--- src/rtl/srfg_pkg.sv ---
package srfg_pkg;
  typedef enum logic [1:0] {
    FLAG_SUPP   = 2'b00,
    FLAG_SINGLE = 2'b01,
    FLAG_NEIGH  = 2'b10,
    FLAG_CENTER = 2'b11
  } srFlag_e;

  typedef enum logic {ST_IDLE, ST_RUN} ctlState_e;

  // strobes from control to datapath
  typedef struct packed {
    logic load;   // capture a new event from the queue
    logic emit;   // send the flag of towerIdx
    logic last;   // this emit is the final tower
  } ctlStrobe_t;
endpackage

--- src/rtl/srfg_queue.sv ---
module srfg_queue #(
  parameter int WIDTH = 8,
  parameter int DEPTH = 2
) (
  input  logic             clk,
  input  logic             rst_n,
  input  logic             push,
  input  logic [WIDTH-1:0] wrData,
  input  logic             pop,
  output logic [WIDTH-1:0] rdData,
  output logic             empty,
  output logic             full
);
  localparam int PTR_W = (DEPTH > 1) ? $clog2(DEPTH) : 1;
  localparam int CNT_W = $clog2(DEPTH + 1);
  localparam logic [PTR_W-1:0] LAST_PTR = PTR_W'(DEPTH - 1);

  logic [WIDTH-1:0] store [DEPTH];
  logic [PTR_W-1:0] wrPtr, rdPtr;
  logic [CNT_W-1:0] count;
  logic doPush, doPop;

  assign full   = (count == CNT_W'(DEPTH));
  assign empty  = (count == '0);
  assign doPush = push && !full;
  assign doPop  = pop && !empty;
  assign rdData = store[rdPtr];

  always_ff @(posedge clk or negedge rst_n) begin
    if (!rst_n) begin
      wrPtr <= '0;
      rdPtr <= '0;
      count <= '0;
    end else begin
      if (doPush) wrPtr <= (wrPtr == LAST_PTR) ? '0 : wrPtr + 1'b1;
      if (doPop)  rdPtr <= (rdPtr == LAST_PTR) ? '0 : rdPtr + 1'b1;
      case ({doPush, doPop})
        2'b10:   count <= count + 1'b1;
        2'b01:   count <= count - 1'b1;
        default: ;
      endcase
    end
  end

  always_ff @(posedge clk) begin
    if (doPush) store[wrPtr] <= wrData;
  end


  no_overflow_chk: assert property (@(posedge clk) disable iff (!rst_n)
    full && !pop |=> count == $past(count));
endmodule

--- src/rtl/srfg_ctrl.sv ---
module srfg_ctrl
  import srfg_pkg::*;
#(
  parameter int NUM_TOWERS = 16,
  parameter int IDX_W      = $clog2(NUM_TOWERS)
) (
  input  logic             clk,
  input  logic             rst_n,
  input  logic             qEmpty,
  output logic             qPop,
  output ctlStrobe_t       ctl,
  output logic [IDX_W-1:0] towerIdx
);
  localparam logic [IDX_W-1:0] LAST_IDX = IDX_W'(NUM_TOWERS - 1);

  ctlState_e state;

  always_comb begin
    ctl.load = (state == ST_IDLE) && !qEmpty;
    ctl.emit = (state == ST_RUN);
    ctl.last = (state == ST_RUN) && (towerIdx == LAST_IDX);
    qPop     = ctl.load;
  end

  always_ff @(posedge clk or negedge rst_n) begin
    if (!rst_n) begin
      state    <= ST_IDLE;
      towerIdx <= '0;
    end else if (state == ST_IDLE) begin
      if (ctl.load) begin
        state    <= ST_RUN;
        towerIdx <= '0;
      end
    end else if (ctl.last) begin
      state    <= ST_IDLE;
      towerIdx <= '0;
    end else begin
      towerIdx <= towerIdx + 1'b1;
    end
  end


  contiguous_chk: assert property (@(posedge clk) disable iff (!rst_n)
    ctl.emit && !ctl.last |=> ctl.emit && towerIdx == $past(towerIdx) + 1'b1);
endmodule

--- src/rtl/srfg_datapath.sv ---
module srfg_datapath
  import srfg_pkg::*;
#(
  parameter int ROWS  = 4,
  parameter int COLS  = 4,
  parameter int ET_W  = 8,
  parameter int IDX_W = $clog2(ROWS * COLS)
) (
  input  logic                      clk,
  input  logic                      rst_n,
  input  ctlStrobe_t                ctl,
  input  logic [IDX_W-1:0]          towerIdx,
  input  logic [ROWS*COLS*ET_W-1:0] evData,
  input  logic [ET_W-1:0]           evLow,
  input  logic [ET_W-1:0]           evHigh,
  output logic [1:0]                flagOut,
  output logic                      flagValid,
  output logic                      flagEnd
);
  localparam int NUM = ROWS * COLS;

  logic [NUM-1:0][ET_W-1:0] etReg;
  logic [ET_W-1:0]          lowR, highR;
  logic [NUM-1:0]           isCenter;
  logic [NUM-1:0][1:0]      flagsAll;

  always_ff @(posedge clk or negedge rst_n) begin
    if (!rst_n) begin
      etReg <= '0;
      lowR  <= '0;
      highR <= '0;
    end else if (ctl.load) begin
      etReg <= evData;
      lowR  <= evLow;
      highR <= evHigh;
    end
  end

  for (genvar r = 0; r < ROWS; r++) begin : g_row
    for (genvar c = 0; c < COLS; c++) begin : g_col
      localparam int IDX = r * COLS + c;
      logic [8:0] win;
      assign isCenter[IDX] = (etReg[IDX] >= highR);
      for (genvar k = 0; k < 9; k++) begin : g_win
        localparam int RR = r + k / 3 - 1;
        localparam int CC = c + k % 3 - 1;
        if (RR >= 0 && RR < ROWS && CC >= 0 && CC < COLS) begin : g_in
          assign win[k] = isCenter[RR * COLS + CC];
        end else begin : g_out
          assign win[k] = 1'b0;
        end
      end
      assign flagsAll[IDX] = isCenter[IDX]          ? FLAG_CENTER :
                             (|win)                 ? FLAG_NEIGH  :
                             (etReg[IDX] >= lowR)   ? FLAG_SINGLE : FLAG_SUPP;
    end
  end

  always_ff @(posedge clk or negedge rst_n) begin
    if (!rst_n) begin
      flagOut   <= '0;
      flagValid <= 1'b0;
      flagEnd   <= 1'b0;
    end else begin
      flagOut   <= ctl.emit ? flagsAll[towerIdx] : 2'b00;
      flagValid <= ctl.emit;
      flagEnd   <= ctl.last;
    end
  end


  thr_hold_chk: assert property (@(posedge clk) disable iff (!rst_n)
    ctl.emit |=> !ctl.emit || ($stable(lowR) && $stable(highR) && $stable(etReg)));

  end_valid_chk: assert property (@(posedge clk) disable iff (!rst_n)
    flagEnd |-> flagValid);

  end_gap_chk: assert property (@(posedge clk) disable iff (!rst_n)
    flagEnd |=> !flagValid);
endmodule

--- src/rtl/srflag_gen.sv ---
module srflag_gen #(
  parameter int ROWS   = 4,
  parameter int COLS   = 4,
  parameter int ET_W   = 8,
  parameter int QDEPTH = 2
) (
  input  logic                      clk,
  input  logic                      rst_n,
  input  logic                      trigAccept,
  input  logic [ROWS*COLS*ET_W-1:0] towerEt,
  input  logic [ET_W-1:0]           lowThr,
  input  logic [ET_W-1:0]           highThr,
  output logic [1:0]                flagOut,
  output logic                      flagValid,
  output logic                      flagEnd,
  output logic                      busy
);
  import srfg_pkg::*;

  localparam int NUM   = ROWS * COLS;
  localparam int IDX_W = $clog2(NUM);
  localparam int MAP_W = NUM * ET_W;
  localparam int ENT_W = MAP_W + 2 * ET_W;

  logic [ENT_W-1:0] qIn, qOut;
  logic             qEmpty, qFull, qPop;
  ctlStrobe_t       ctl;
  logic [IDX_W-1:0] towerIdx;

  assign qIn  = {towerEt, lowThr, highThr};
  assign busy = qFull;

  srfg_queue #(.WIDTH(ENT_W), .DEPTH(QDEPTH)) queue_i (
    .clk(clk), .rst_n(rst_n), .push(trigAccept), .wrData(qIn),
    .pop(qPop), .rdData(qOut), .empty(qEmpty), .full(qFull)
  );

  srfg_ctrl #(.NUM_TOWERS(NUM), .IDX_W(IDX_W)) ctrl_i (
    .clk(clk), .rst_n(rst_n), .qEmpty(qEmpty), .qPop(qPop),
    .ctl(ctl), .towerIdx(towerIdx)
  );

  srfg_datapath #(.ROWS(ROWS), .COLS(COLS), .ET_W(ET_W), .IDX_W(IDX_W)) dp_i (
    .clk(clk), .rst_n(rst_n), .ctl(ctl), .towerIdx(towerIdx),
    .evData(qOut[2*ET_W +: MAP_W]), .evLow(qOut[ET_W +: ET_W]),
    .evHigh(qOut[0 +: ET_W]),
    .flagOut(flagOut), .flagValid(flagValid), .flagEnd(flagEnd)
  );
endmodule

--- config.mk ---
export PLATFORM = sky130hd
export DESIGN_NAME = srflag_gen
export DESIGN_NICKNAME = d
export VERILOG_FILES = /design/src/rtl/srfg_pkg.sv /design/src/rtl/srfg_queue.sv /design/src/rtl/srfg_ctrl.sv /design/src/rtl/srfg_datapath.sv /design/src/rtl/srflag_gen.sv
export SDC_FILE = /design/constraint.sdc
export NUM_CORES = 1
export LEC_CHECK = 0
export ABC_AREA = 1
export ABC_CLOCK_PERIOD_IN_PS = 8600
export BUFFER_PORTS_ARGS = -buffer_cell sky130_fd_sc_hd__buf_2
export CAP_MARGIN = 10
export CORE_ASPECT_RATIO = 0.6
export CORE_MARGIN = 8
export CORE_UTILIZATION = 34
export DETAILED_ROUTE_END_ITERATION = 6
export HOLD_SLACK_MARGIN = 0.03
export PLACE_DENSITY = 0.61
export SYNTH_ARGS = -nofsm -noshare
export SYNTH_HDL_FRONTEND = slang
export SYNTH_SLANG_ARGS = --single-unit
--- constraint.sdc ---
create_clock -name clk -period 8.6 [get_ports clk]
set_input_delay 0.43 -clock clk [delete_from_list [all_inputs] [get_ports clk]]
set_output_delay 0.43 -clock clk [all_outputs]
set_load 0.02 [all_outputs]
==> summary.md <==
| Metric | Value |
|---|---|
| Outcome | complete, no violations |
| Vias in the first global route | approximately 16000 |
| Asr flop ratio synth | between 30% and 40% |
| Die Y | about 210 um |
| CP endpoint kind | flip-flop |
| Commonest cells in the netlist | 547 x nand2_1, 288 x edfxtp_1, 258 x ha_1 |
| H-tree depth | 2 |
| Critical Path RT | a little over 9 ns |
| Hold wc startpoint | towerEt[48] |
| Hold depth | 1 |
| Antenna Violating Nets Remaining | 0 |
| Initial antenna violation count | 2 |
| Via count | 16129 |
| Area leader, netlist | edfxtp_1 |
| Avg Cell Area, Syn | between 10 and 15 sq um |
| Worst hold slack | 0.0572 ns |
| Initial DRC Count | 1183 |
| Register-to-Register Setup Slack | around 5.4 ns |
| Cts bufs inserted | 43 |
| Detailed-router iteration count before antenna repair | 5 |
| Fraction of layout instances using a drive strength above 1 | between 10% and 20% |
| Post-synth top area share | between 30% and 40% |
| # clock sinks | about 450 |
| Full die area | ~74000 sq um |
| Setup-failing EPs final | 0 |
| First-pass GRT wire length | between 90000 and 100000 um |
| Fin Clk Skew | around 0.025 ns |
| Dpl hpwl | just over 40000 um |
| Max Cap Viol | 0 |
| WS Path Type | reg -> reg |
| Xor/xnor cell area share of the yosys netlist | less than 1% |
| Mapped Cells | 2098 |
| FMAX | 313 MHz |
| FP Rows | 72 |
| Final non-filler cell total | 3208 |
| Clk pin slew, worst setup/hold paths | 0.07 ns |
| I/O pins | about 150 |
| Port bufs | roughly 150 |
| Mapped cell area | 22100 sq um |
| Final Hold Violating Endpoints | 0 |
| Resized cells post-CTS | 0 |
| Reg2Reg Depth | 19 |
| Number of flops mapped to enable cells by yosys | ~290 |
| Die Width | 345 um |
| Total GRT Usage | roughly 16% |
| Clock tree buffer depth | 3 |
| DR WL/cell | around 19 um |
| Worst hold path class | in -> reg |
| Worst Setup SP | dp_i.highR[2] |
| Largest net degree at the start of global routing | between 90 and 100 |
| Synth top area cells | edfxtp_1 39%, dfrtp_1 18%, ha_1 15%, nand2_1 9.3%, a31oi_1 4.2% |
| Final Wtd Congestion | about 0.89 |
| VDD IR-drop max | roughly 0.22 mV |
| Layout Utilization | just over 40% |
| End of the worst hold path | queue_i.store[0][64] |
| YS warnings | 0 |
| Clk_lat worst skew | roughly 0.58 ns |
| DRC | 0 |
| Setup tns final | 0 ns |
| Max Slew Vio Count | 0 |
| Worst r2r dst | dp_i.flagOut[0] |
| Arrival time at the worst endpoint | 3.70 ns |
| Adder-Cell Fraction of Synth Area | ~15% |
| Starting Density | around a third |
| DP Cell Count | about 3000 |
| Global route total overflow | 0 |
| Mux cell area share after synthesis | 0% |
| Final instance area | about 26000 sq um |
| Top_reg_cell synth | edfxtp_1 |
| Worst r2r src | dp_i.highR[2] |
| Pwr per Cell Area | 407 nW/um^2 |
| Simple-Gate Fraction of Synth Area | between 10% and 20% |
| Max_slew headroom | about a fifth |
| Period utilisation layout | 37.1% |
| RSZ-0062 raised after global routing | false |
| Syn nets | approximately 2500 |
| Largest family of logic cells by synthesized area | simple AND/OR/NAND/NOR gates |
| Wirelength, routed | between 60000 and 70000 um |
| Nets | 2725 |
| Min Tclk post-route | between 3 and 4 ns |
| Via density | slightly above 5 |
| Sequential area share after synthesis | 57.0% |
| Dpl cell area | 23800 sq um |
| Area delta synth->final | 17.5% |
| Core ar. | 64300 sq um |
| Startpoint Class | flip-flop |
| Leakage | 0.0112 uW |
| Top-count cell post-synth | nand2_1 |
| CP Max Fanout | 16 |
| TritonCTS clock tree | built |
| Synth Register Bits | ~450 |
| Worst slew pin tran | around 1.2 ns |
| # fillers | approximately 6300 |
| Synth cell types | 39 |
| Root Buffer | clkbuf_16 |
| Post-synthesis compound-gate area fraction | 8.33% |
cells in the final DEF, fill, tap and decap left out, types with 6 or more instances in the layout:
cell type,count
a21o_1,8
a21oi_1,102
a31oi_1,147
buf_2,150
buf_4,19
clkbuf_16,44
clkinv_2,7
clkinvlp_4,6
dfrtp_1,156
dlygate4sd3_1,74
edfxtp_1,288
ha_1,258
inv_1,150
nand2_1,547
nand3_1,33
nand3b_1,7
nand4_1,26
nor2_1,210
nor2_2,6
nor3_1,6
o2111ai_1,11
o21a_1,6
o21ai_0,18
worst max-delay path, cell delays in order (launching register included):
cell and delay (ns):
dfrtp_1 0.38, inv_1 0.87, ha_1 0.39, nand2_1 0.07, inv_1 0.05, nand2_1 0.06, nand2_1 0.04, nand2_1 0.07
nand3_2 0.09, nor2_2 0.24, nand2_2 0.11, nor2_4 0.13, nand2_1 0.07, nand3_1 0.07, nand2_1 0.07, nand3_1 0.09
nand2_1 0.09, nand2_1 0.07, nand2_1 0.07, nor2_2 0.10
cells by family after synthesis:
kind of cell | Yosys count
buf+inv | 224
simple gates | 857
fa+ha+maj | 258
flops | 445
xor+xnor | 5
compound gates | 309
sequential cells by signal, summed over array words and instances, names as in the netlist:
name / count
dp_i.flagOut: 2
dp_i.highR: 8
ctrl_i.state: 1
ctrl_i.towerIdx: 4
dp_i.flagEnd: 1
queue_i.rdPtr: 1
queue_i.count: 2
dp_i.flagValid: 1
dp_i.etReg: 128
dp_i.lowR: 8
queue_i.wrPtr: 1
queue_i.store: 288
per-stage QoR:
stage / setup slack (ns) / power, uW
2_1_floorplan: 1.28 / 7070
3_3_place_gp: 5.43 / 8380
3_5_place_dp: 5.41 / 8650
4_1_cts: 5.40 / 10600
5_1_grt: 5.15 / 11500
6_report: 5.41 / 10600
power breakdown:
group | switching [uW] | internal [uW]
Combinational | 3250 | 1780
Clock | 869 | 1040
Sequential | 581 | 3040
Total | 4700 | 5860
cell type report:
class,count,area [sq um],area share (%)
diodes,2,5.00,0.0193
clock buffers,51,1150,4.42
clock inverters,29,265,1.02
inverters,157,592,2.28
multi-input cells,1429,8650,33.3
flip-flops and latches,445,12600,48.5
well taps,851,1060,4.10
repair buffers,244,1650,6.34
per-layer routing:
| layer | up-vias | GRT usage [%] | part of all wire, % |
|---|---|---|---|
| met5 | - | 0 | 0.022 |
| met4 | 2 | 3.39 | 1.6 |
| met3 | 83 | 3.23 | 7.0 |
| met2 | 467 | 24.6 | 43 |
| met1 | 7808 | 23.6 | 49 |
| li1 | 7769 | - | - |
how the worst max path moves through the flow:
stage / to / slack [ns] / cells past startpoint
CTS: dp_i.flagOut[0] / 5.40 / 17
floorplan: queue_i.store[0][0] / 1.28 / 3
detailed placement: dp_i.flagOut[0] / 5.41 / 17
global placement: dp_i.flagOut[0] / 5.43 / 17
global route: dp_i.flagOut[0] / 5.15 / 19
finish: dp_i.flagOut[0] / 5.41 / 19
timing repair:
item / CTS / global route
buffers inserted: 0 / 0
hold buffers: 73 / 1
endpoints found under the hold margin: 183 / 1
No activity file was read; power rests on OpenSTA's default activity.
